[config.mk]
export PLATFORM = sky130hd
export DESIGN_NAME = aper_xlate
export DESIGN_NICKNAME = d
export VERILOG_FILES = /design/src/rtl/aper_pkg.sv /design/src/rtl/aper_dir.sv /design/src/rtl/aper_tlb.sv /design/src/rtl/aper_walk.sv /design/src/rtl/aper_xlate.sv
export SDC_FILE = /design/constraint.sdc
export NUM_CORES = 1
export LEC_CHECK = 0
export ABC_AREA = 1
export BUFFER_PORTS_ARGS = -buffer_cell sky130_fd_sc_hd__clkbuf_2
export CAP_MARGIN = 20
export CORE_MARGIN = 10
export CORE_UTILIZATION = 50
export CTS_BUF_LIST = sky130_fd_sc_hd__clkbuf_2 sky130_fd_sc_hd__clkbuf_4 sky130_fd_sc_hd__clkbuf_8
export CTS_CLUSTER_DIAMETER = 30
export DETAILED_ROUTE_END_ITERATION = 12
export PLACE_DENSITY = 0.67
export SLEW_MARGIN = 20
export SYNTH_ARGS = -nofsm -noshare
export SYNTH_HDL_FRONTEND = slang
export SYNTH_SLANG_ARGS = --single-unit
[constraint.sdc]
create_clock -name clk -period 5.4 [get_ports clk]
set_input_delay 0.54 -clock clk [delete_from_list [all_inputs] [get_ports clk]]
set_output_delay 0.54 -clock clk [all_outputs]
set_load 0.02 [all_outputs]
[src/rtl/aper_pkg.sv]
package aper_pkg;

  localparam int PG_SHIFT  = 12;
  localparam int IDX_W     = 10;
  localparam int DIR_SHIFT = 22;
  localparam int PRES_BIT  = 8;
  localparam int PAGE_W    = 12;
  localparam int VPN_W     = 32 - PG_SHIFT;

  typedef struct packed {
    logic              present;
    logic [PAGE_W-1:0] page;
  } dir_ent_t;

  typedef enum logic [1:0] {W_IDLE, W_REQ, W_WAIT} walk_st_t;

  // Slot count for an aperture size code; unknown codes open no slots.
  function automatic logic [10:0] size_slots(input logic [7:0] code);
    case (code)
      8'd0:    return 11'd64;
      8'd32:   return 11'd32;
      8'd48:   return 11'd16;
      8'd56:   return 11'd8;
      default: return 11'd0;
    endcase
  endfunction

  function automatic logic [9:0] dir_offset(input logic [31:0] addr,
                                            input logic [31:0] base);
    return addr[31:DIR_SHIFT] - base[31:DIR_SHIFT];
  endfunction

  function automatic logic [31:0] entry_addr(input logic [PAGE_W-1:0] page,
                                             input logic [31:0] addr);
    return {page, 8'h00, addr[DIR_SHIFT-1:PG_SHIFT], 2'b00};
  endfunction

  function automatic logic [31:0] join_addr(input logic [VPN_W-1:0] ppn,
                                            input logic [31:0] addr);
    return {ppn, addr[PG_SHIFT-1:0]};
  endfunction

endpackage

[src/rtl/aper_dir.sv]
module aper_dir
  import aper_pkg::*;
#(
  parameter int SLOTS  = 64,
  parameter int SLOT_W = $clog2(SLOTS)
) (
  input  logic              clk,
  input  logic              rst_n,
  input  logic              wr_en,
  input  logic [SLOT_W-1:0] wr_slot,
  input  dir_ent_t          wr_ent,
  input  logic [SLOT_W-1:0] rd_slot,
  output dir_ent_t          rd_ent
);

  dir_ent_t ents [SLOTS];

  for (genvar s = 0; s < SLOTS; s++) begin : g_slot
    always_ff @(posedge clk) begin
      if (!rst_n)
        ents[s] <= '0;
      else if (wr_en && (wr_slot == SLOT_W'(s)))
        ents[s] <= wr_ent;
    end
  end

  assign rd_ent = ents[rd_slot];

endmodule

[src/rtl/aper_tlb.sv]
module aper_tlb
  import aper_pkg::*;
(
  input  logic             clk,
  input  logic             rst_n,
  input  logic             inv,
  input  logic             fill,
  input  logic [VPN_W-1:0] fill_vpn,
  input  logic [VPN_W-1:0] fill_ppn,
  input  logic [VPN_W-1:0] look_vpn,
  output logic             hit,
  output logic             valid,
  output logic [VPN_W-1:0] ppn
);

  logic [VPN_W-1:0] vpn_q;

  always_ff @(posedge clk) begin
    if (!rst_n) begin
      valid <= 1'b0;
      vpn_q <= '0;
      ppn   <= '0;
    end else if (inv) begin
      valid <= 1'b0;
    end else if (fill) begin
      valid <= 1'b1;
      vpn_q <= fill_vpn;
      ppn   <= fill_ppn;
    end
  end

  assign hit = valid && (vpn_q == look_vpn);

endmodule

[src/rtl/aper_walk.sv]
module aper_walk
  import aper_pkg::*;
(
  input  logic        clk,
  input  logic        rst_n,
  input  logic        start,
  input  logic [31:0] start_maddr,
  output logic        busy,
  output logic        mem_req_valid,
  input  logic        mem_req_ready,
  output logic [31:0] mem_req_addr,
  input  logic        mem_rsp_valid,
  output logic        done
);

  walk_st_t st;

  always_ff @(posedge clk) begin
    if (!rst_n) begin
      st           <= W_IDLE;
      mem_req_addr <= '0;
    end else begin
      case (st)
        W_IDLE: if (start) begin
          st           <= W_REQ;
          mem_req_addr <= start_maddr;
        end
        W_REQ:  if (mem_req_ready) st <= W_WAIT;
        W_WAIT: if (mem_rsp_valid) st <= W_IDLE;
        default: st <= W_IDLE;
      endcase
    end
  end

  assign busy          = (st != W_IDLE);
  assign mem_req_valid = (st == W_REQ);
  assign done          = (st == W_WAIT) && mem_rsp_valid;

endmodule

[src/rtl/aper_xlate.sv]
module aper_xlate
  import aper_pkg::*;
#(
  parameter int          DIR_SLOTS = 64,
  parameter logic [31:0] CTL_RESET = 32'h0000_2280,
  parameter int          FLUSH_BIT = 7
) (
  input  logic        clk,
  input  logic        rst_n,
  input  logic [31:0] cfg_base,
  input  logic [7:0]  cfg_size,
  input  logic        ld_we,
  input  logic [31:0] ld_data,
  input  logic        ctl_we,
  input  logic [31:0] ctl_data,
  input  logic        req_valid,
  output logic        req_ready,
  input  logic [31:0] req_addr,
  output logic        rsp_valid,
  output logic        rsp_fault,
  output logic [31:0] rsp_addr,
  output logic        mem_req_valid,
  input  logic        mem_req_ready,
  output logic [31:0] mem_req_addr,
  input  logic        mem_rsp_valid,
  input  logic [31:0] mem_rsp_data
);

  localparam int SLOT_W = $clog2(DIR_SLOTS);
  localparam logic [10:0] MAX_SLOTS = 11'(DIR_SLOTS);

  // Named internal events, observed by the bound checker.
  logic ev_accept, ev_tlb_hit, ev_walk_start, ev_fast_fault;
  logic ev_walk_done, ev_flush, ev_dir_write;

  logic [31:0] ctl_q;
  logic [31:0] addr_q;
  logic        stale_q;
  logic        walk_busy;
  logic [9:0]  slot_off;
  logic [10:0] slot_lim;
  logic        in_rng;
  dir_ent_t    dir_rd;
  dir_ent_t    dir_wr;
  logic        tlb_hit, tlb_valid, tlb_fill, tlb_inv;
  logic [VPN_W-1:0] tlb_ppn;

  logic unused_bits;
  assign unused_bits = ^{ld_data[19:9], ld_data[7:SLOT_W], cfg_base[21:0],
                         mem_rsp_data[11:1]};

  // Window check and slot selection
  assign slot_off = dir_offset(req_addr, cfg_base);
  assign slot_lim = (size_slots(cfg_size) > MAX_SLOTS) ? MAX_SLOTS : size_slots(cfg_size);
  assign in_rng   = (req_addr[31:DIR_SHIFT] >= cfg_base[31:DIR_SHIFT]) &&
                    ({1'b0, slot_off} < slot_lim);

  assign req_ready     = !walk_busy;
  assign ev_accept     = req_valid && req_ready;
  assign ev_tlb_hit    = ev_accept && in_rng && tlb_hit;
  assign ev_walk_start = ev_accept && in_rng && !tlb_hit && dir_rd.present;
  assign ev_fast_fault = ev_accept && !ev_tlb_hit && !ev_walk_start;
  assign ev_flush      = ctl_we && ctl_q[FLUSH_BIT] && !ctl_data[FLUSH_BIT];
  assign ev_dir_write  = ld_we;

  assign dir_wr.present = ld_data[PRES_BIT];
  assign dir_wr.page    = ld_data[31:32-PAGE_W];

  aper_dir #(.SLOTS(DIR_SLOTS), .SLOT_W(SLOT_W)) u_dir (
    .clk     (clk),
    .rst_n   (rst_n),
    .wr_en   (ev_dir_write),
    .wr_slot (ld_data[SLOT_W-1:0]),
    .wr_ent  (dir_wr),
    .rd_slot (slot_off[SLOT_W-1:0]),
    .rd_ent  (dir_rd)
  );

  assign tlb_inv  = ev_flush || ev_dir_write;
  assign tlb_fill = ev_walk_done && mem_rsp_data[0] && !stale_q;

  aper_tlb u_tlb (
    .clk      (clk),
    .rst_n    (rst_n),
    .inv      (tlb_inv),
    .fill     (tlb_fill),
    .fill_vpn (addr_q[31:PG_SHIFT]),
    .fill_ppn (mem_rsp_data[31:PG_SHIFT]),
    .look_vpn (req_addr[31:PG_SHIFT]),
    .hit      (tlb_hit),
    .valid    (tlb_valid),
    .ppn      (tlb_ppn)
  );

  aper_walk u_walk (
    .clk           (clk),
    .rst_n         (rst_n),
    .start         (ev_walk_start),
    .start_maddr   (entry_addr(dir_rd.page, req_addr)),
    .busy          (walk_busy),
    .mem_req_valid (mem_req_valid),
    .mem_req_ready (mem_req_ready),
    .mem_req_addr  (mem_req_addr),
    .mem_rsp_valid (mem_rsp_valid),
    .done          (ev_walk_done)
  );

  always_ff @(posedge clk) begin
    if (!rst_n) begin
      ctl_q   <= CTL_RESET;
      addr_q  <= '0;
      stale_q <= 1'b0;
    end else begin
      if (ctl_we) ctl_q <= ctl_data;
      if (ev_accept) addr_q <= req_addr;
      if (ev_walk_start) stale_q <= tlb_inv;
      else if (tlb_inv)  stale_q <= 1'b1;
    end
  end

  always_ff @(posedge clk) begin
    if (!rst_n) begin
      rsp_valid <= 1'b0;
      rsp_fault <= 1'b0;
      rsp_addr  <= '0;
    end else begin
      rsp_valid <= ev_tlb_hit || ev_fast_fault || ev_walk_done;
      rsp_fault <= ev_fast_fault || (ev_walk_done && !mem_rsp_data[0]);
      if (ev_tlb_hit)
        rsp_addr <= join_addr(tlb_ppn, req_addr);
      else if (ev_walk_done && mem_rsp_data[0])
        rsp_addr <= join_addr(mem_rsp_data[31:PG_SHIFT], addr_q);
      else
        rsp_addr <= '0;
    end
  end

endmodule

==> key figures <==
Status
  • Outcome: completed

Floorplanning
  • Die ar.: about 100000 um^2
  • Die Ht: 315.6 um
  • Initial Utilization: between 50% and 60%
  • IO Count: around 240
  • Die Span X: 315.6 um
  • Core ar.: 86750 um^2
  • Cell Rows: 108

Synthesis
  • Ranking of synthesized cells by area: edfxtp_1 (57%), nor2_1 (13%), dfxtp_1 (6.1%)
  • Post-synthesis register bit count: approximately 970
  • Cells after synthesis: between 4000 and 5000
  • Sequential area share after synthesis: roughly 63%
  • Synth cell types: 41
  • Synth Cell Area: about 44000 um^2
  • Yosys warns: 0
  • Top-area cell type share of the netlist area: approximately 57%
  • Synth area leader: edfxtp_1
  • Avg Synthesized Cell Area: about 9.5 um^2

Detailed routing
  • Drt total wl: around 120000 um
  • DR vias/cell: about 5.7
  • Pre-antenna DRT Iters: 6
  • Post-route ant nets: 0
  • WL/cell: about 21 um
  • Post-route DRC: 0
  • Starting DRT DRC Count: roughly 3500
  • Via count: around 34000

Run
  • Max-cap violations: 0

Timing
  • Post-layout minimum cycle time: roughly 3.7 ns
  • RSZ-0062 raised after global routing: no
  • Worst Hold Margin: 0.05826 ns
  • TNS Setup: 0 ns
  • Slew @ Worst Pin: about 1.2 ns
  • Fin worst setup slack: ~1.7 ns
  • Final Hold Viols: 0
  • Crit share post-route: between 60% and 70%
  • Final setup skew: ~0.047 ns
  • Slew headroom: a little under a quarter
  • Finish-stage setup viols: 0
  • Final Max Slew Viols: 0
  • Fmax: about 0.27 GHz

Power
  • Leak pwr: approximately 19 nW
  • Pwr Density: around 380 nW/um^2
  • Max rail drop VDD: between 0.0002 and 0.0003 V

Clock tree
  • Clk buf depth: 3
  • Clock slew seen by the registers of the worst setup and hold paths: roughly 0.06 ns
  • CTS sink count: just under 1000
  • Num CTS Buffers: roughly 190
  • TritonCTS clock tree: done
  • H-tree depth: 4
  • Hold-fix buffers at CTS: 48
  • Cells resized by post-CTS repair: 0
  • Later-pin clock latency in the skew report: 0.86 ns
  • # Post-CTS Setup Buffers: 0
  • Root buffer cell: clkbuf_8

Cells and area
  • Final std cells w/o fill: around 6000
  • Share of layout cells above drive strength 1: about an eighth
  • Post-synthesis to final-layout area growth: 13.54%
  • Final Cell Area: roughly 50000 um^2
  • Final #Nets: 4872

Placement
  • PortBufs: around 160
  • DP HPWL: roughly 75000 um
  • RePlAce Congestion: 0.8833
  • Post-DP Area: around 45000 um^2
  • Placed insts: roughly 5600
  • DP Worst Slack: 1.148 ns

Worst setup path
  • Critical Path RT: between 6 and 7 ns
  • Maximum fanout along the worst path: 32
  • Critical path class: input pin to flip-flop
  • CP Launch Type: input pin
  • Crit end category: flip-flop
  • CP arrival: approximately 4.5 ns

Worst hold path
  • Hold Crit Class: input pin to flip-flop

Global route
  • Initial antenna violation count: 1
  • First-pass GRT wire length: roughly 190000 um
  • GRT Util Overall: roughly 25%
  • Grt total ovfl: 0
  • Largest net degree at the start of global routing: approximately 180
  • Vias in the first global route: 32230
[area by class of cell]
| class | count | area (um^2) |
|---|---|---|
| multi-input combinational | 3115 | 13990 |
| fill | 7520 | 37140 |
| timing repair buffer | 281 | 1948 |
| antenna | 2 | 5.005 |
| clock inverter | 105 | 973.4 |
| inverter | 128 | 505.5 |
| clock buffer | 246 | 3104 |
| sequential | 965 | 27650 |
| tap | 1155 | 1445 |
[synth_stat cells]
cell type and number:
dfxtp_1 133, clkbuf_1 264, nor2_2 2, fa_1 1, buf_2 75, nor4_1 1, buf_1 22, o211ai_1 121
a21oi_4 2, nor3_2 2, edfxtp_1 832, nand2_1 434, xor2_1 2, a31oi_1 1, o21ai_0 444, o21ai_1 14
nand3b_1 2, xnor2_2 2, o2111ai_1 2, nand2_4 1, or2_2 4, o22ai_1 2, xor2_2 2, ha_1 13
nand2_2 3, o31ai_1 12, a21oi_1 102, inv_2 17, nand3_2 5, nor2_4 2, conb_1 1, buf_6 7
xnor2_1 7, buf_4 26, nand3_1 367, o21ai_2 1, nor2_1 1511, nor3_1 9, inv_1 111, nand4_1 10
o221ai_1 24
[metal layers]
metal | global-route usage [%] | routed length (um)
met1 | 31.05 | 48230
met5 | 0 | 0
met4 | 10.86 | 4677
met2 | 40.57 | 60710
met3 | 4.910 | 10750
[power breakdown]
group          total, W  switching (W)  internal, W  leakage [nW]
clock network   0.00778        0.00322      0.00456          2.12
registers       0.00854      0.0000941      0.00845          8.99
logic           0.00257        0.00189     0.000689          7.70
[placed cells by master, fill, tap and decap left out, drive strengths merged, types with 84 or more instances in the layout]
| cell type | instances |
|---|---|
| nor2 | 1515 |
| nand2 | 438 |
| a21oi | 104 |
| edfxtp | 832 |
| o21ai | 459 |
| inv | 124 |
| o211ai | 121 |
| clkinv | 84 |
| dfxtp | 133 |
| nand3 | 372 |
| clkbuf | 400 |
[worst max-delay path: stages]
cell           delay (ns)
dlygate4sd3_1        0.53
clkbuf_2             0.16
ha_1                 0.66
nand2_1              0.14
nor2_1               0.16
a21oi_1              0.11
xnor2_1              0.13
ha_1                 0.29
nand2_1              0.07
inv_1                0.04
nor3_2               0.18
nand2_1              0.08
nand3b_1             0.17
nor3_2               0.17
nand3_2              0.33
inv_1                0.13
buf_4                0.35
a21oi_1              0.09
nor2_1               0.12
[sequential cells by signal (all words and copies together), names as in the netlist]
register             flops
rsp_addr                32
u_walk.mem_req_addr     22
u_tlb.vpn_q             20
rsp_fault                1
ctl_q                    1
u_tlb.ppn               20
u_dir.ents             832
u_tlb.valid              1
rsp_valid                1
stale_q                  1
u_walk.st                2
addr_q                  32
[cells by family (layout without fill, tap and decap cells)]
| kind of cell | count (synthesis) | in the layout | share of synthesized area (%) |
|---|---|---|---|
| fa+ha+maj | 14 | 14 | 0.4181 |
| flops | 965 | 965 | 63.27 |
| xor+xnor | 13 | 13 | 0.3293 |
| buf+inv | 522 | 760 | 5.043 |
| other cells | 1 | 12 | 0.008582 |
| compound gates | 725 | 725 | 9.358 |
| simple gates | 2353 | 2353 | 21.57 |
[worst paths after layout]
kind / start / to / slack (ns) / depth (start not counted)
hold reg to reg: stale_q$_SDFFE_PN0P_ / stale_q$_SDFFE_PN0P_ / 0.47 / 2
setup / recovery: req_addr[24] / rsp_addr[11]$_SDFF_PN0_ / 1.68 / 19
hold / removal: req_addr[30] / addr_q[30]$_SDFFE_PN0P_ / 0.06 / 3
setup reg to reg: u_walk.st[1]$_SDFFE_PN0P_ / rsp_addr[11]$_SDFF_PN0_ / 2.81 / 11
[stage by stage]
stage	total power, W	util, %
6_report	0.01890	57.19
5_1_grt	0.01955	57.19
4_1_cts	0.01893	57.17
3_5_place_dp	0.01119	51.91
3_3_place_gp	0.01116	51.90
2_1_floorplan	0.01026	-
(Power assumes the default switching activity.)
